==> src/rtl/mii_rx_pkg.sv <==
package mii_rx_pkg;
   localparam int MII_NIB_W = 4;

   typedef enum logic {
      MODE_DTE = 1'b0,
      MODE_DCE = 1'b1
   } mii_mode_e;
endpackage

==> src/rtl/mii_rx_sfd_hunt.sv <==
module mii_rx_sfd_hunt #(
   parameter int                NIB_W   = 4,
   parameter logic [NIB_W-1:0]  DELIM_A = 'h5,
   parameter logic [NIB_W-1:0]  DELIM_B = 'hD
) (
   input  logic             clk,
   input  logic             rst_n,
   input  logic             dv,
   input  logic             take,
   input  logic [NIB_W-1:0] nib,
   output logic             in_frame
);
   logic saw_a;

   always_ff @(posedge clk or negedge rst_n) begin
      if (!rst_n) begin
         saw_a    <= 1'b0;
         in_frame <= 1'b0;
      end else if (!dv) begin
         saw_a    <= 1'b0;
         in_frame <= 1'b0;
      end else if (take && !in_frame) begin
         in_frame <= saw_a && (nib == DELIM_B);
         saw_a    <= (nib == DELIM_A);
      end
   end
endmodule

==> src/rtl/mii_rx_nibble_pack.sv <==
module mii_rx_nibble_pack #(
   parameter int NIB_W     = 4,
   parameter int NIBS      = 2,
   parameter bit LOW_FIRST = 1'b1,
   localparam int WORD_W   = NIB_W * NIBS,
   localparam int SLOT_W   = (NIBS > 1) ? $clog2(NIBS) : 1
) (
   input  logic              clk,
   input  logic              rst_n,
   input  logic              clear,
   input  logic              push,
   input  logic [NIB_W-1:0]  nib,
   output logic              word_done,
   output logic [WORD_W-1:0] word,
   output logic              partial
);
   localparam logic [SLOT_W-1:0] LAST = SLOT_W'(NIBS - 1);

   logic [SLOT_W-1:0] slot;
   logic [NIB_W-1:0]  hold [NIBS];

   always_ff @(posedge clk or negedge rst_n) begin
      if (!rst_n)                  slot <= '0;
      else if (clear)              slot <= '0;
      else if (push) begin
         if (slot == LAST)         slot <= '0;
         else                      slot <= slot + 1'b1;
      end
   end

   assign hold[NIBS-1] = nib;

   for (genvar i = 0; i < NIBS - 1; i++) begin : g_slot
      always_ff @(posedge clk or negedge rst_n) begin
         if (!rst_n)                                  hold[i] <= '0;
         else if (push && (slot == SLOT_W'(i)))       hold[i] <= nib;
      end
   end

   for (genvar i = 0; i < NIBS; i++) begin : g_word
      if (LOW_FIRST) begin : g_lo
         assign word[i*NIB_W +: NIB_W] = hold[i];
      end else begin : g_hi
         assign word[(NIBS-1-i)*NIB_W +: NIB_W] = hold[i];
      end
   end

   assign word_done = push && (slot == LAST);
   assign partial   = (slot != '0);
endmodule

==> src/rtl/mii_rx_frame_out.sv <==
module mii_rx_frame_out #(
   parameter int WORD_W = 8
) (
   input  logic              clk,
   input  logic              rst_n,
   input  logic              dv,
   input  logic              err_hit,
   input  logic              frame_end,
   input  logic              partial,
   input  logic              word_done,
   input  logic [WORD_W-1:0] word,
   output logic [WORD_W-1:0] out_data,
   output logic              out_valid,
   output logic              out_sof,
   output logic              out_eof,
   output logic              out_err,
   output logic              out_dribble
);
   logic [WORD_W-1:0] pend;
   logic              pend_v;
   logic              pend_sof;
   logic              seen;
   logic              sticky;

   always_ff @(posedge clk or negedge rst_n) begin
      if (!rst_n) begin
         out_data    <= '0;
         out_valid   <= 1'b0;
         out_sof     <= 1'b0;
         out_eof     <= 1'b0;
         out_err     <= 1'b0;
         out_dribble <= 1'b0;
         pend        <= '0;
         pend_v      <= 1'b0;
         pend_sof    <= 1'b0;
         seen        <= 1'b0;
      end else begin
         out_valid   <= 1'b0;
         out_sof     <= 1'b0;
         out_eof     <= 1'b0;
         out_err     <= 1'b0;
         out_dribble <= 1'b0;
         if (frame_end) begin
            if (pend_v) begin
               out_valid   <= 1'b1;
               out_data    <= pend;
               out_sof     <= pend_sof;
               out_eof     <= 1'b1;
               out_err     <= sticky | partial;
               out_dribble <= partial;
            end
            pend_v <= 1'b0;
            seen   <= 1'b0;
         end else if (word_done) begin
            if (pend_v) begin
               out_valid <= 1'b1;
               out_data  <= pend;
               out_sof   <= pend_sof;
            end
            pend     <= word;
            pend_v   <= 1'b1;
            pend_sof <= !seen;
            seen     <= 1'b1;
         end
      end
   end

   always_ff @(posedge clk or negedge rst_n) begin
      if (!rst_n)       sticky <= 1'b0;
      else if (!dv)     sticky <= 1'b0;
      else if (err_hit) sticky <= 1'b1;
   end
endmodule

==> src/rtl/mii_rx_qualifier.sv <==
module mii_rx_qualifier
   import mii_rx_pkg::*;
#(
   parameter int               NIB_W     = MII_NIB_W,
   parameter int               NIBS      = 2,
   parameter bit               LOW_FIRST = 1'b1,
   parameter logic [NIB_W-1:0] DELIM_A   = 'h5,
   parameter logic [NIB_W-1:0] DELIM_B   = 'hD,
   localparam int              WORD_W    = NIB_W * NIBS
) (
   input  logic              clk,
   input  logic              rst_n,
   input  logic              mode_dce,
   input  logic [NIB_W-1:0]  rxd,
   input  logic              rx_dv,
   input  logic              rx_err,
   output logic [WORD_W-1:0] out_data,
   output logic              out_valid,
   output logic              out_sof,
   output logic              out_eof,
   output logic              out_err,
   output logic              out_dribble
);
   if (NIB_W != MII_NIB_W) begin : g_bad_nib
      $error("mii_rx_qualifier: NIB_W must equal the interface nibble width");
   end
   if (NIBS < 1) begin : g_bad_nibs
      $error("mii_rx_qualifier: NIBS must be at least 1");
   end

   logic err_gated;
   logic take;
   logic in_frame;
   logic push;
   logic word_done;
   logic partial;
   logic [WORD_W-1:0] word;

   assign err_gated = rx_err && (mii_mode_e'(mode_dce) == MODE_DTE);
   assign take      = rx_dv && !err_gated;
   assign push      = take && in_frame;

   mii_rx_sfd_hunt #(
      .NIB_W   (NIB_W),
      .DELIM_A (DELIM_A),
      .DELIM_B (DELIM_B)
   ) u_hunt (
      .clk      (clk),
      .rst_n    (rst_n),
      .dv       (rx_dv),
      .take     (take),
      .nib      (rxd),
      .in_frame (in_frame)
   );

   mii_rx_nibble_pack #(
      .NIB_W     (NIB_W),
      .NIBS      (NIBS),
      .LOW_FIRST (LOW_FIRST)
   ) u_pack (
      .clk       (clk),
      .rst_n     (rst_n),
      .clear     (!rx_dv),
      .push      (push),
      .nib       (rxd),
      .word_done (word_done),
      .word      (word),
      .partial   (partial)
   );

   mii_rx_frame_out #(
      .WORD_W (WORD_W)
   ) u_out (
      .clk         (clk),
      .rst_n       (rst_n),
      .dv          (rx_dv),
      .err_hit     (rx_dv && err_gated),
      .frame_end   (in_frame && !rx_dv),
      .partial     (partial),
      .word_done   (word_done),
      .word        (word),
      .out_data    (out_data),
      .out_valid   (out_valid),
      .out_sof     (out_sof),
      .out_eof     (out_eof),
      .out_err     (out_err),
      .out_dribble (out_dribble)
   );
endmodule

==> config.mk <==
export PLATFORM = sky130hd
export DESIGN_NAME = mii_rx_qualifier
export DESIGN_NICKNAME = d
export VERILOG_FILES = /design/src/rtl/mii_rx_pkg.sv /design/src/rtl/mii_rx_sfd_hunt.sv /design/src/rtl/mii_rx_nibble_pack.sv /design/src/rtl/mii_rx_frame_out.sv /design/src/rtl/mii_rx_qualifier.sv
export SDC_FILE = /design/constraint.sdc
export NUM_CORES = 1
export LEC_CHECK = 0
export BUFFER_PORTS_ARGS = -buffer_cell sky130_fd_sc_hd__buf_2
export CORE_MARGIN = 10
export CORE_UTILIZATION = 60
export CTS_BUF_LIST = sky130_fd_sc_hd__clkbuf_2 sky130_fd_sc_hd__clkbuf_4 sky130_fd_sc_hd__clkbuf_8
export DETAILED_ROUTE_END_ITERATION = 10
export GPL_TIMING_DRIVEN = 0
export PLACE_DENSITY = 0.83
export SLEW_MARGIN = 15
export SYNTH_ARGS = -nofsm -noshare
export SYNTH_HDL_FRONTEND = slang
export SYNTH_SLANG_ARGS = --single-unit
==> constraint.sdc <==
create_clock -name clk -period 3.68 [get_ports clk]
set_input_delay 0.552 -clock clk [delete_from_list [all_inputs] [get_ports clk]]
set_output_delay 0.552 -clock clk [all_outputs]
set_load 0.02 [all_outputs]
==> metrics.txt <==
pin slew with the least headroom to its limit 642 ps; total power after layout 0.572 mW; run status finished, final reports clean; clock period minus final worst setup slack 1480 ps; Max transition margin 0.572; total of cells resized after clock tree synthesis 0; vias in the first global route between 700 and 800; Max Fanout on Critical Path 6; Layout fillers roughly 140; Max stage delay cell, worst path sky130_fd_sc_hd__dfrtp_1; count of final hold-check violations 0; FMAX 675 MHz; Detailed Route WL between 2000 and 2500 µm; Post-CTS Hold Buffers 0; pin count of the biggest net entering global routing 32; unrepaired setup endpoints after global routing no; crit path kind reg -> reg; buffer type at the clock tree root sky130_fd_sc_hd__clkbuf_4; crit-path cells inv_2, nor4_4, mux2_2; sum of overflow across all layers after global routing 0; num rows 16; area overhead of the layout relative to synthesis 16.1%; type of element launching the critical path flip-flop; Total Neg Setup Slack 0 ps; overall die width ~65 µm; CTS sink count 31; Netlist cell types 23; maximum count of clock buffers along a single path 2; maxcap violations 0; IO Pins 22; area of the die ~4200 µm²; Port Buffers 21; category of the worst setup path capture point flip-flop; largest area contributor in the netlist sky130_fd_sc_hd__dfrtp_1; depth of the CTS H-tree 2; number of vias per cell approximately 5.3; Hold Worst Slack roughly 240 ps; PwrDens roughly 410 nW/µm²; sequential-to-total area share from yosys stat 0.640; setup-violating endpoint count in the final report 0; HPWL after detailed placement ~1500 µm; Worst EP required roughly 4000 ps; number of remaining DRC errors 0; clock buffers created by TritonCTS 5; period utilisation layout 0.403; highest-count cells in the layout ignoring fill and taps 31 x sky130_fd_sc_hd__dfrtp_1, 21 x sky130_fd_sc_hd__buf_2, 20 x sky130_fd_sc_hd__mux2_2; count of state elements after synthesis 31; static leakage 0.763 nW; final antenna diode count 0; Max rail drop VDD between 300 and 400 µV; post-synthesis net count 90; final slew viol count 0; source-to-sink clock delay at the later pin of the worst-skew pair ~320 ps; number of instances in the synthesized netlist slightly above 80; die span in y ~65 µm; global placement routability congestion between 0.6 and 0.7; number of antenna-violating nets in the routed design 0; count of warnings emitted by yosys 0; Clock Skew around 1.7 ps; initial drt markers 12; register clock-pin slew on the reported worst setup and hold paths 90 ps; starting density of the core 0.624; Cell Area, Synth approximately 1200 µm²; share of cells above drive strength 1 0.505; arrival time reported for the critical path endpoint between 1500 and 2000 ps; global-route usage over all layers 0.112; Final WS setup around 2200 ps; TritonCTS clock tree built; average detailed-routed wire length per instance approximately 15 µm; Avg Synthesized Cell Area 15.0 µm²; most common cell after layout, fill and taps aside sky130_fd_sc_hd__dfrtp_1; class of the most critical hold timing path in -> async; number of antenna violations at the first check in global routing 0; worst slack at placement just under 2000 ps; via count of the routed design between 700 and 800; area of the core 1940 µm²; most area-consuming cells after synthesis sky130_fd_sc_hd__dfrtp_1 64%, sky130_fd_sc_hd__mux2_2 19%, sky130_fd_sc_hd__o2111ai_4 2.2%; maximum cell stage delay along the critical path 490 ps; global-route wire length before repair 3480 µm; Post-layout nets roughly 120; Post-CTS Setup Repair Bufs 0; share of the synthesized area in the top cell type 0.640; first-pass detailed-route iteration total 4
## registers in the layout, indices dropped and copies added (netlist names)
name and cells:
u_out.out_data 8, u_out.pend 8, u_pack.word 4, u_hunt.in_frame 1
u_hunt.saw_a 1, u_out.out_dribble 1, u_out.out_eof 1, u_out.out_err 1
u_out.out_sof 1, u_out.out_valid 1, u_out.pend_sof 1, u_out.pend_v 1
u_out.sticky 1, u_pack.partial 1
## worst max-delay path: cells and delay by family (launching register included)
| family | cells | cell delay [ps] |
|---|---|---|
| buffers and inverters | 1 | 110 |
| muxes | 1 | 390 |
| DFF | 1 | 490 |
| and+or+nand+nor | 1 | 380 |
## through the flow
stage,utilization,instances,instance area [µm²]
final,0.725,136,1410
after global routing,0.725,136,1410
after CTS,0.725,136,1410
after detailed placement,0.696,129,1350
after global placement,0.696,129,1350
after floorplan,-,81,1210
## power breakdown
part           switching [mW]  internal [mW]
clock network           0.104         0.0883
logic                  0.0161         0.0108
registers             0.00450          0.349
total                   0.124          0.448
## synth_stat cells
library cell and instances:
sky130_fd_sc_hd__dfrtp_1 31, sky130_fd_sc_hd__mux2_2 20, sky130_fd_sc_hd__a21oi_1 3, sky130_fd_sc_hd__nor2_1 3
sky130_fd_sc_hd__o21ai_0 3, sky130_fd_sc_hd__inv_1 2, sky130_fd_sc_hd__inv_2 2, sky130_fd_sc_hd__nand3_1 2
sky130_fd_sc_hd__and2_1 1, sky130_fd_sc_hd__and3_2 1, sky130_fd_sc_hd__and4b_1 1, sky130_fd_sc_hd__clkbuf_2 1
sky130_fd_sc_hd__mux2i_1 1, sky130_fd_sc_hd__nand2_1 1, sky130_fd_sc_hd__nand2b_1 1, sky130_fd_sc_hd__nand3b_1 1
sky130_fd_sc_hd__nand4_2 1, sky130_fd_sc_hd__nor2b_1 1, sky130_fd_sc_hd__nor4_4 1, sky130_fd_sc_hd__nor4b_1 1
sky130_fd_sc_hd__o2111ai_4 1, sky130_fd_sc_hd__o21a_1 1, sky130_fd_sc_hd__or3_1 1
## path summary, 6_finish.rpt
kind,from,endpoint,slack [ps],depth (start not counted)
setup / recovery,u_hunt.in_frame,u_pack.word[3],2200,3
hold / removal,rst_n,u_out.out_data[7],240,1
setup reg to reg,u_hunt.in_frame,u_pack.word[3],2200,3
hold reg to reg,u_out.sticky,u_out.out_err,490,1
max in group asynchronous,rst_n,u_out.pend_sof,3020,1
min in group clk,u_out.sticky,u_out.out_err,490,1
## cell type report
| type | count | area [µm²] | share of cell area |
|---|---|---|---|
| Buffer | 1 | 5.00 | 0.00356 |
| Clock buffer | 6 | 51.3 | 0.0364 |
| Clock inverter | 1 | 5.00 | 0.00356 |
| Inverter | 4 | 15.0 | 0.0107 |
| Multi-Input combinational cell | 45 | 417 | 0.296 |
| Sequential cell | 31 | 776 | 0.551 |
| Tap cell | 27 | 33.8 | 0.0240 |
| Timing Repair Buffer | 21 | 105 | 0.0747 |
## cells by family after synthesis
kind of cell | synth area share
compound gates | 0.0526
mux | 0.194
flops | 0.640
buf+inv | 0.0165
simple gates | 0.0970
## metal layers
layer  wire length (µm)  global-route usage
met1                738              0.0980
met2               1040               0.181
met3                178              0.0756
met4                 61              0.0802
met5                  0                   0
(Power assumes the default switching activity.)
